[config.mk]
export PLATFORM = sky130hd
export DESIGN_NAME = ssram_slave
export DESIGN_NICKNAME = d
export VERILOG_FILES = /design/src/rtl/ssram_pkg.sv /design/src/rtl/ssram_sync.sv /design/src/rtl/ssram_mem.sv /design/src/rtl/ssram_ctrl.sv /design/src/rtl/ssram_slave.sv
export SDC_FILE = /design/constraint.sdc
export NUM_CORES = 2
export LEC_CHECK = 0
export BUFFER_PORTS_ARGS = -buffer_cell sky130_fd_sc_hd__clkbuf_2
export CORE_MARGIN = 2
export CORE_UTILIZATION = 35
export CTS_CLUSTER_SIZE = 30
export DETAILED_ROUTE_END_ITERATION = 6
export PLACE_DENSITY = 0.48
export SLEW_MARGIN = 15
export SYNTH_ARGS = -nofsm -noshare
export SYNTH_HDL_FRONTEND = slang
export SYNTH_HIERARCHICAL = 1
export SYNTH_SLANG_ARGS = --single-unit
[constraint.sdc]
create_clock -name clk -period 15.7 [get_ports clk]
set_clock_uncertainty 0.15 [all_clocks]
set_input_delay 4.71 -clock clk [delete_from_list [all_inputs] [get_ports clk]]
set_output_delay 4.71 -clock clk [all_outputs]
set_load 0.1 [all_outputs]
[src/rtl/ssram_pkg.sv]
`timescale 1ns/1ps
package ssram_pkg;

  localparam int ADDR_BITS = 24;

  typedef enum logic [2:0] {
    K_NONE, K_READ, K_WRITE, K_RDID, K_ENTER, K_EXIT, K_RSTEN, K_RST
  } op_kind_e;

  typedef enum logic [2:0] {
    S_IDLE, S_CMD, S_ADDR, S_WAIT, S_RD, S_WR, S_HOLD
  } phase_e;

  typedef struct packed {
    op_kind_e   kind;
    logic       quad;
    logic [3:0] waits;
  } op_dec_t;

  // last beat index for a field of the given bit count
  function automatic logic [4:0] beat_last(input int bits, input logic quad);
    return quad ? 5'(bits / 4 - 1) : 5'(bits - 1);
  endfunction

  // shift one beat into a byte, MSB first
  function automatic logic [7:0] shift_in(input logic [7:0] cur, input logic [3:0] d,
                                          input logic quad);
    return quad ? {cur[3:0], d} : {cur[6:0], d[0]};
  endfunction

  // opcode decode; codes not legal in the current mode fall to K_NONE
  function automatic op_dec_t decode_op(input logic [7:0] op, input logic qpi);
    op_dec_t r;
    r.kind  = K_NONE;
    r.quad  = qpi;
    r.waits = 4'd0;
    case (op)
      8'h03: if (!qpi) r.kind = K_READ;
      8'h0B: begin r.kind = K_READ; r.waits = qpi ? 4'd4 : 4'd8; end
      8'hEB: begin r.kind = K_READ; r.quad = 1'b1; r.waits = 4'd6; end
      8'h02: r.kind = K_WRITE;
      8'h38: begin r.kind = K_WRITE; r.quad = 1'b1; end
      8'h35: if (!qpi) r.kind = K_ENTER;
      8'hF5: if (qpi) r.kind = K_EXIT;
      8'h66: r.kind = K_RSTEN;
      8'h99: r.kind = K_RST;
      8'h9F: if (!qpi) r.kind = K_RDID;
      default: r.kind = K_NONE;
    endcase
    return r;
  endfunction

endpackage

[src/rtl/ssram_sync.sv]
`timescale 1ns/1ps
module ssram_sync (
  input  logic       clk,
  input  logic       rst_n,
  input  logic       ce_n,
  input  logic       sclk,
  input  logic [3:0] sio_in,
  output logic       ce_s,
  output logic       ce_rise,
  output logic       sck_rise,
  output logic       sck_fall,
  output logic [3:0] din
);
  localparam int PW = 6;
  localparam logic [PW-1:0] PIN_RST = 6'b100000;

  logic [PW-1:0] m1, m2;
  logic ce_prev, sck_prev;

  always_ff @(posedge clk or negedge rst_n) begin
    if (!rst_n) begin
      m1       <= PIN_RST;
      m2       <= PIN_RST;
      ce_prev  <= 1'b1;
      sck_prev <= 1'b0;
    end else begin
      m1       <= {ce_n, sclk, sio_in};
      m2       <= m1;
      ce_prev  <= m2[5];
      sck_prev <= m2[4];
    end
  end

  assign ce_s     = m2[5];
  assign ce_rise  = m2[5] & ~ce_prev;
  assign sck_rise = m2[4] & ~sck_prev & ~m2[5];
  assign sck_fall = ~m2[4] & sck_prev & ~m2[5];
  assign din      = m2[3:0];
endmodule

[src/rtl/ssram_mem.sv]
`timescale 1ns/1ps
module ssram_mem #(
  parameter int DEPTH = 256,
  localparam int AW = $clog2(DEPTH)
) (
  input  logic          clk,
  input  logic          we,
  input  logic [AW-1:0] addr,
  input  logic [7:0]    wdata,
  output logic [7:0]    rdata
);
  logic [7:0] mem [DEPTH];

  always_ff @(posedge clk) begin
    if (we) mem[addr] <= wdata;
  end

  assign rdata = mem[addr];
endmodule

[src/rtl/ssram_ctrl.sv]
`timescale 1ns/1ps
module ssram_ctrl
  import ssram_pkg::*;
#(
  parameter int          AW     = 8,
  parameter logic [15:0] DEV_ID = 16'hC35A
) (
  input  logic          clk,
  input  logic          rst_n,
  input  logic          ce_s,
  input  logic          ce_rise,
  input  logic          sck_rise,
  input  logic          sck_fall,
  input  logic [3:0]    din,
  input  logic [7:0]    mem_rdata,
  output logic          mem_we,
  output logic [AW-1:0] mem_addr,
  output logic [7:0]    mem_wdata,
  output logic [3:0]    sio_out,
  output logic [3:0]    sio_oe,
  output logic          qpi_mode
);
  localparam logic [AW-1:0] PTR_STEP = AW'(1);

  phase_e    st;
  op_dec_t   cur;
  logic [4:0]  cnt;
  logic [7:0]  cmd_sr, dsr, wsr;
  logic [23:0] addr_sr;
  logic [AW-1:0] ptr;
  logic armed, pend_enter, pend_exit, pend_rst, id_hi_next;

  // named internal events
  logic [7:0]  cmd_next, wr_next, rd_byte, id_byte;
  logic [23:0] addr_next;
  op_dec_t     dec_now;
  logic        cmd_done, addr_done, wait_done, byte_edge;
  phase_e      data_phase;

  assign cmd_next   = shift_in(cmd_sr, din, qpi_mode);
  assign dec_now    = decode_op(cmd_next, qpi_mode);
  assign cmd_done   = (st == S_CMD) && sck_rise && (cnt == beat_last(8, qpi_mode));
  assign addr_next  = cur.quad ? {addr_sr[19:0], din} : {addr_sr[22:0], din[0]};
  assign addr_done  = (st == S_ADDR) && sck_rise && (cnt == beat_last(ADDR_BITS, cur.quad));
  assign wait_done  = (st == S_WAIT) && sck_rise && (cnt == {1'b0, cur.waits - 4'd1});
  assign byte_edge  = (cnt == beat_last(8, cur.quad));
  assign wr_next    = shift_in(wsr, din, cur.quad);
  assign id_byte    = id_hi_next ? DEV_ID[15:8] : DEV_ID[7:0];
  assign rd_byte    = (cnt == 5'd0) ? ((cur.kind == K_RDID) ? id_byte : mem_rdata) : dsr;
  assign data_phase = (cur.kind == K_WRITE) ? S_WR : S_RD;

  assign mem_we    = (st == S_WR) && sck_rise && byte_edge;
  assign mem_wdata = wr_next;
  assign mem_addr  = ptr;

  always_ff @(posedge clk or negedge rst_n) begin
    if (!rst_n) begin
      st <= S_IDLE; cur <= '0; cnt <= '0;
      cmd_sr <= '0; dsr <= '0; wsr <= '0; addr_sr <= '0; ptr <= '0;
      armed <= 1'b0; pend_enter <= 1'b0; pend_exit <= 1'b0; pend_rst <= 1'b0;
      id_hi_next <= 1'b1; qpi_mode <= 1'b0;
      sio_out <= '0; sio_oe <= '0;
    end else if (ce_s) begin
      st <= S_IDLE; cnt <= '0; sio_oe <= '0;
      if (ce_rise) begin
        if (pend_rst)        qpi_mode <= 1'b0;
        else if (pend_enter) qpi_mode <= 1'b1;
        else if (pend_exit)  qpi_mode <= 1'b0;
        pend_rst <= 1'b0; pend_enter <= 1'b0; pend_exit <= 1'b0;
      end
    end else begin
      case (st)
        S_IDLE: begin st <= S_CMD; cnt <= '0; end
        S_CMD: if (sck_rise) begin
          cmd_sr <= cmd_next;
          cnt    <= cnt + 5'd1;
          if (cmd_done) begin
            cnt   <= '0;
            cur   <= dec_now;
            armed <= (dec_now.kind == K_RSTEN);
            case (dec_now.kind)
              K_READ, K_WRITE, K_RDID: st <= S_ADDR;
              K_ENTER: begin pend_enter <= 1'b1; st <= S_HOLD; end
              K_EXIT:  begin pend_exit  <= 1'b1; st <= S_HOLD; end
              K_RST:   begin pend_rst   <= armed; st <= S_HOLD; end
              default: st <= S_HOLD;
            endcase
          end
        end
        S_ADDR: if (sck_rise) begin
          addr_sr <= addr_next;
          cnt     <= cnt + 5'd1;
          if (addr_done) begin
            cnt        <= '0;
            ptr        <= addr_next[AW-1:0];
            id_hi_next <= 1'b1;
            st         <= (cur.waits == 4'd0) ? data_phase : S_WAIT;
          end
        end
        S_WAIT: if (sck_rise) begin
          cnt <= cnt + 5'd1;
          if (wait_done) begin cnt <= '0; st <= data_phase; end
        end
        S_RD: if (sck_fall) begin
          sio_oe  <= cur.quad ? 4'hF : 4'h2;
          sio_out <= cur.quad ? rd_byte[7:4] : {2'b00, rd_byte[7], 1'b0};
          dsr     <= cur.quad ? {rd_byte[3:0], 4'h0} : {rd_byte[6:0], 1'b0};
          if (cnt == 5'd0) begin
            if (cur.kind == K_RDID) id_hi_next <= ~id_hi_next;
            else                    ptr <= ptr + PTR_STEP;
          end
          cnt <= byte_edge ? 5'd0 : cnt + 5'd1;
        end
        S_WR: if (sck_rise) begin
          wsr <= wr_next;
          cnt <= byte_edge ? 5'd0 : cnt + 5'd1;
          if (byte_edge) ptr <= ptr + PTR_STEP;
        end
        default: ;
      endcase
    end
  end

  // a high chip enable releases every lane
  p_hiz_on_deselect_r10: assert property (@(posedge clk) disable iff (!rst_n)
    ce_s |=> (sio_oe == 4'h0));

  // lanes are driven as none, lane 1 alone, or all four
  p_oe_shape_r2: assert property (@(posedge clk) disable iff (!rst_n)
    (sio_oe == 4'h0) || (sio_oe == 4'h2) || (sio_oe == 4'hF));

  // the mode flag moves only on a chip-enable rise
  p_mode_gate_r6: assert property (@(posedge clk) disable iff (!rst_n)
    !$stable(qpi_mode) |-> $past(ce_rise));

  // an armed reset always lands in single-lane mode
  p_reset_lands_spi_r7: assert property (@(posedge clk) disable iff (!rst_n)
    (ce_rise && pend_rst) |=> !qpi_mode);

  // an ignored or finished command never drives a lane
  p_hold_quiet_r9: assert property (@(posedge clk) disable iff (!rst_n)
    (st == S_HOLD) |-> (sio_oe == 4'h0));
endmodule

[src/rtl/ssram_slave.sv]
`timescale 1ns/1ps
module ssram_slave #(
  parameter int          DEPTH  = 256,
  parameter logic [15:0] DEV_ID = 16'hC35A
) (
  input  logic       clk,
  input  logic       rst_n,
  input  logic       ce_n,
  input  logic       sclk,
  input  logic [3:0] sio_in,
  output logic [3:0] sio_out,
  output logic [3:0] sio_oe,
  output logic       qpi_mode
);
  localparam int AW = $clog2(DEPTH);

  logic ce_s, ce_rise, sck_rise, sck_fall;
  logic [3:0] din;
  logic mem_we;
  logic [AW-1:0] mem_addr;
  logic [7:0] mem_wdata, mem_rdata;

  ssram_sync u_sync (
    .clk(clk), .rst_n(rst_n), .ce_n(ce_n), .sclk(sclk), .sio_in(sio_in),
    .ce_s(ce_s), .ce_rise(ce_rise), .sck_rise(sck_rise), .sck_fall(sck_fall), .din(din)
  );

  ssram_ctrl #(.AW(AW), .DEV_ID(DEV_ID)) u_ctrl (
    .clk(clk), .rst_n(rst_n), .ce_s(ce_s), .ce_rise(ce_rise),
    .sck_rise(sck_rise), .sck_fall(sck_fall), .din(din),
    .mem_rdata(mem_rdata), .mem_we(mem_we), .mem_addr(mem_addr), .mem_wdata(mem_wdata),
    .sio_out(sio_out), .sio_oe(sio_oe), .qpi_mode(qpi_mode)
  );

  ssram_mem #(.DEPTH(DEPTH)) u_mem (
    .clk(clk), .we(mem_we), .addr(mem_addr), .wdata(mem_wdata), .rdata(mem_rdata)
  );
endmodule

# [Word-level counts from Yosys, hierarchy flattened]
# Memory sizes are Yosys's and may differ from the RTL's.
# Index checks and enable logic that the tools add are counted.
[totals] memories=1 regBits=81 ramBits=2048 inputBits=8
[op_classes] add_sub_neg=3 n_eq_ne=45 n_reduce_logical=42 bitwise_logic=10 mux=80
[mem_list] name="u_mem.mem" words=256 word_bits=8 rd=1 rd_ports_with_merged_regs=0 wr=1 line_no="ssram_mem.sv:12" source="logic [7:0] mem [DEPTH];"
[ops] operator="8-bit two-way mux" count=14
[ops] operator="5-bit two-way mux" count=11
[ops] operator="3-bit two-way mux" count=13
[ops] operator="8-bit == test, second input constant" count=4
[ops] operator="5-bit case mux with 6 select lines" count=1
[ops] operator="1-bit two-way mux" count=29
[ops] operator="4-bit two-way mux" count=6
[ops] operator="3-bit case mux with 8 select lines" count=1
[ops] operator="8-bit case mux with 3 select lines" count=1
[ops] operator="3-bit by 2-bit inequality test with 1-bit output, second input constant" count=7
[ops] operator="3-bit by 2-bit == test with 1-bit output, second input constant" count=6
[ops] operator="3-bit == test, second input constant" count=6
[ops] operator="2-bit nonzero test" count=9
[ops] operator="8-bit by 2-bit == test with 1-bit output, second input constant" count=2
[ops] operator="8-bit by 6-bit == test with 1-bit output, second input constant" count=2
[ops] operator="5-bit == test" count=3
[ops] operator="3-bit AND reduction" count=5
[ops] operator="5-bit AND reduction" count=3
[ops] operator="7-bit AND reduction" count=2
[ops] operator="2-bit by 1-bit inequality test with 1-bit output, second input constant" count=6
[ops] operator="3-bit case mux with 4 select lines" count=1
[ops] operator="9-bit AND reduction" count=1
[ops] operator="8-bit by 1-bit adder with 8-bit output, second input constant" count=1
[ops] operator="8-bit by 4-bit == test with 1-bit output, second input constant" count=1
[ops] operator="24 further kinds" count=45

# [Logic depth before layout (Yosys ltp)]
[depth] depth_word=11 mapped_depth=13 depth_no_buf=9

# [By module]
# The synthesis kept the hierarchy.
[by_module_without_submodules] mod="ssram_mem" seq_area_each_um2=61499.0 cells_per_inst=3539 area_per_inst_um2=78332.6 instances=1
[by_module_without_submodules] mod="ssram_ctrl" seq_area_each_um2=1577.8 cells_per_inst=439 area_per_inst_um2=3980.1 instances=1
[by_module_without_submodules] mod="ssram_sync" seq_area_each_um2=354.1 cells_per_inst=21 area_per_inst_um2=405.4 instances=1

# [Worst setup path after synthesis]
# No wires, ideal clock.
[synth_timing] path_type="register to register" from="reg u_ctrl/cur[4] (netlist bit)" to="mem u_mem.mem[0][2], data pin" path_slack_ns=2.483 required_ns=13.355 period_less_slack_ns=13.217 arrival_time_ns=10.872 path_stages_with_launch=4 cell_sequence="dfrtp_1 -> buf_1 -> clkbuf_1 -> o21ai_0"
[synth_via] elab_chain_len=1
[synth_lines] item="start, declared" line_no="ssram_ctrl.sv:26" source="op_dec_t cur;"
[synth_lines] item="start signal, assigned" line_no="ssram_ctrl.sv:79" source="cur <= dec_now;"
[synth_lines] item="8-bit two-way mux" line_no="ssram_pkg.sv:28" source="return quad ? {cur[3:0], d} : {cur[6:0], d[0]};"
[synth_lines] item="net mem_wdata[2]" line_no="ssram_slave.sv:21" source="logic [7:0] mem_wdata, mem_rdata;"
[synth_lines] item="end, declared" line_no="ssram_mem.sv:12"
# The timed path passes the listed nets, and every way through them passes these cells.

# [Worst setup path in the final report]
[layout_timing] from="reg u_ctrl.qpi_mode" to="out qpi_mode"
[layout_rtl] item="start, declared" line_no="ssram_ctrl.sv:21" source="output logic qpi_mode"
[layout_rtl] item="start signal, assigned" line_no="ssram_ctrl.sv:61" source="id_hi_next <= 1'b1; qpi_mode <= 1'b0;"
[layout_rtl] item="start signal, assigned" line_no="ssram_ctrl.sv:66" source="if (pend_rst) qpi_mode <= 1'b0;"
[layout_rtl] item="start signal, assigned" line_no="ssram_ctrl.sv:67" source="else if (pend_enter) qpi_mode <= 1'b1;"
[layout_rtl] item="end, declared" line_no="ssram_slave.sv:13" source="output logic qpi_mode"
# No word-level cell between the ends.

==> results_dict.tcl <==
set metrics [dict create \
    ctsHoldBuffers 0 \
    firstDrtPassIters 5 \
    critPathKind "flip-flop to output port" \
    rsz0062_at_grt "false" \
    power_mw 11.9 \
    async_flop_share_pct 3.62 \
    dieHeight_um 490 \
    hold_viol 0 \
    ios 17 \
    drt_iter0_markers 3852 \
    power.leakage_nw 27.4 \
    worst_pin_slew_ns 1.26 \
    core_area_mm2 0.235 \
    post-cts-setup-buffers 0 \
    yosys_warnings 6 \
    h-tree-depth 4 \
    synth_cells 3999 \
    finalSetupViolations 0 \
    synth_top_area_cell "edfxtp_1" \
    status "finished clean" \
    power_density_mw_per_mm2 127 \
    clockBufferDepth 3 \
    synthFlopType "edfxtp_1" \
    finalCriticalPeriod_ns 6.90 \
    fmax_mhz 145 \
    drive_gt1_share_pct 24.0 \
    gp_congestion 0.781 \
    regArea_mm2 0.0634 \
    synth_top_area_share_pct 74.3 \
    post_synth_most_frequent_cells "edfxtp_1 (2,048), mux4_2 (512), a22oi_1 (259)" \
    fillers 21000 \
    cts_tree "built" \
    clock_latency_ns 0.86 \
    routedWlPerCell_um 29.4 \
    worstPathRequired_ns 10.84 \
    min_path_type "flip-flop to flip-flop" \
    cap_violations 0 \
    relSlewSlack_pct 14.7 \
    arrival_ns 2.04 \
    critPathLaunchType "flip-flop" \
    die_w_um 490 \
    multi_input_area_mm2 0.0182 \
    yosysMostFrequentCell "edfxtp_1" \
    ys_seq_elements 2125 \
    crit_path_max_fanout 39 \
    drcViolationCount 0 \
    start_util_pct 35.2 \
    finalInstanceArea_mm2 0.0937 \
    final_nets 4093 \
    max_stage_delay_ns 0.53 \
    vias 40600 \
    via_per_inst 5.47 \
    endpoint_kind "output port" \
    hold_ws_ns 0.189 \
    yosysSeqAreaShare_pct 76.7 \
    die_area_mm2 0.240 \
    dp_hpwl_mm 126 \
    clk_pin_slew_ns 0.06 \
    yosysUniqueCellTypes 69 \
    placed_area_mm2 0.0866 \
    synth_edf_count 2048 \
    grt_overflow 0 \
    synth_top_cells_by_area "edfxtp_1 (74%), mux4_2 (14%), a22oi_1 (2.4%)" \
    cts_sinks 2125 \
    syn2layout_area_growth_pct 13.2 \
    grt_pass1_vias 41300 \
    syn_nets 4012 \
    post_synth.cell_area_avg_um2 20.7 \
    cts-root-buf "clkbuf_16" \
    grt_max_degree 120 \
    slew_viol_final 0 \
    cts_buffers 219 \
    grt_pass1_wl_mm 313 \
    globalRouteTotalUtil_pct 17.9 \
    antenna_left 0 \
    antenna_found_initial 4 \
    irDropWorstVdd_uv 108 \
    routed_wl_mm 218 \
    period_share_pct 43.9 \
    cts_resized 0 \
    crit_slowest_cell "clkbuf_2" \
    netlist_area_mm2 0.0827 \
    path_cells "buf_4 -> clkbuf_2" \
    io_buffers 16 \
    fp-row-count 178 \
    timing.setup.tns_ns 0 \
]
==> worst paths after layout <==
path | start | to | slack (ns) | depth (start not counted)
worst max-delay path | u_ctrl/qpi_mode | qpi_mode | 8.80 | 2
worst min-delay path | u_sync/m1[3] | u_sync/m2[3] | 0.19 | 0
worst max register to register | u_ctrl/mem_addr[1] | u_ctrl/dsr[4] | 9.08 | 12
worst min register to register | u_sync/m1[3] | u_sync/m2[3] | 0.19 | 0
max in group asynchronous | rst_n | u_sync/m2[0] | 10.67 | 2
min in group asynchronous | rst_n | u_ctrl/cnt[1] | 3.66 | 1
==> worst max-delay path: cells and delay by family (launching register included) <==
family	cells	cell delay (ns)
buf+inv	2	0.86
flops	1	0.32
==> where the power goes <==
part | internal [mW] | switching (mW) | total (mW)
combinational | 0.177 | 0.412 | 0.589
sequential | 6.14 | 0.0256 | 6.17
clock | 2.92 | 2.18 | 5.10
==> layout by cell type, fill, tap and decap left out, drive strengths merged, types with 23 or more instances in the layout <==
cell type     n
o21ai        36
buf         114
edfxtp     2048
clkbuf      291
nand2        81
nand3        26
mux4        512
a21oi       145
clkinv       99
nor3         43
mux2         23
a22oi       259
nor2        255
dfrtp        73
o41ai        32
==> per-stage QoR <==
stage / worst slack [ns] / std cells / utilization, %
after floorplan: 2.48 / 3999 / -
after global routing: 8.68 / 7420 / 39.8
after CTS: 8.70 / 7419 / 39.8
after global placement: 9.29 / 7009 / 36.8
final: 8.80 / 7422 / 39.8
after detailed placement: 9.31 / 7009 / 36.8
==> area by class of cell <==
type / instances / share of cell area (%)
clock buffer: 276 / 6.15
clock inverter: 134 / 1.34
antenna: 3 / 0.00802
multi-input combinational: 1591 / 19.4
timing repair buffer: 129 / 1.06
sequential: 2125 / 67.7
inverter: 14 / 0.0561
tap: 3150 / 4.21
==> flip-flops by register name (all words and copies together), names as in the netlist, 5 cells and up <==
name             count
u_ctrl/wsr           7
u_ctrl/addr_sr       7
u_ctrl/cmd_sr        7
u_mem/mem         2048
u_sync/m2            6
u_sync/m1            6
u_ctrl/cnt           5
u_ctrl/dsr           7
u_ctrl/cur           7
u_ctrl/mem_addr      8
==> cells by family (layout without fill, tap and decap cells) <==
family | count (synthesis) | count (layout) | synth area share [%]
flops | 2125 | 2125 | 76.7
mux | 547 | 547 | 14.4
compound gates | 533 | 533 | 4.38
simple gates | 501 | 501 | 2.79
buf+inv | 283 | 553 | 1.62
fa+ha+maj | 5 | 5 | 0.0756
xor+xnor | 5 | 5 | 0.0530
other cells | 0 | 3 | 0
==> routing by layer <==
layer / track usage, % / wire length [um]
met1: 25.8 / 97100
met2: 28.5 / 105000
met3: 2.85 / 11800
met4: 4.66 / 4810
met5: 0 / 0
Note: power is estimated with default switching activity, not from simulation.
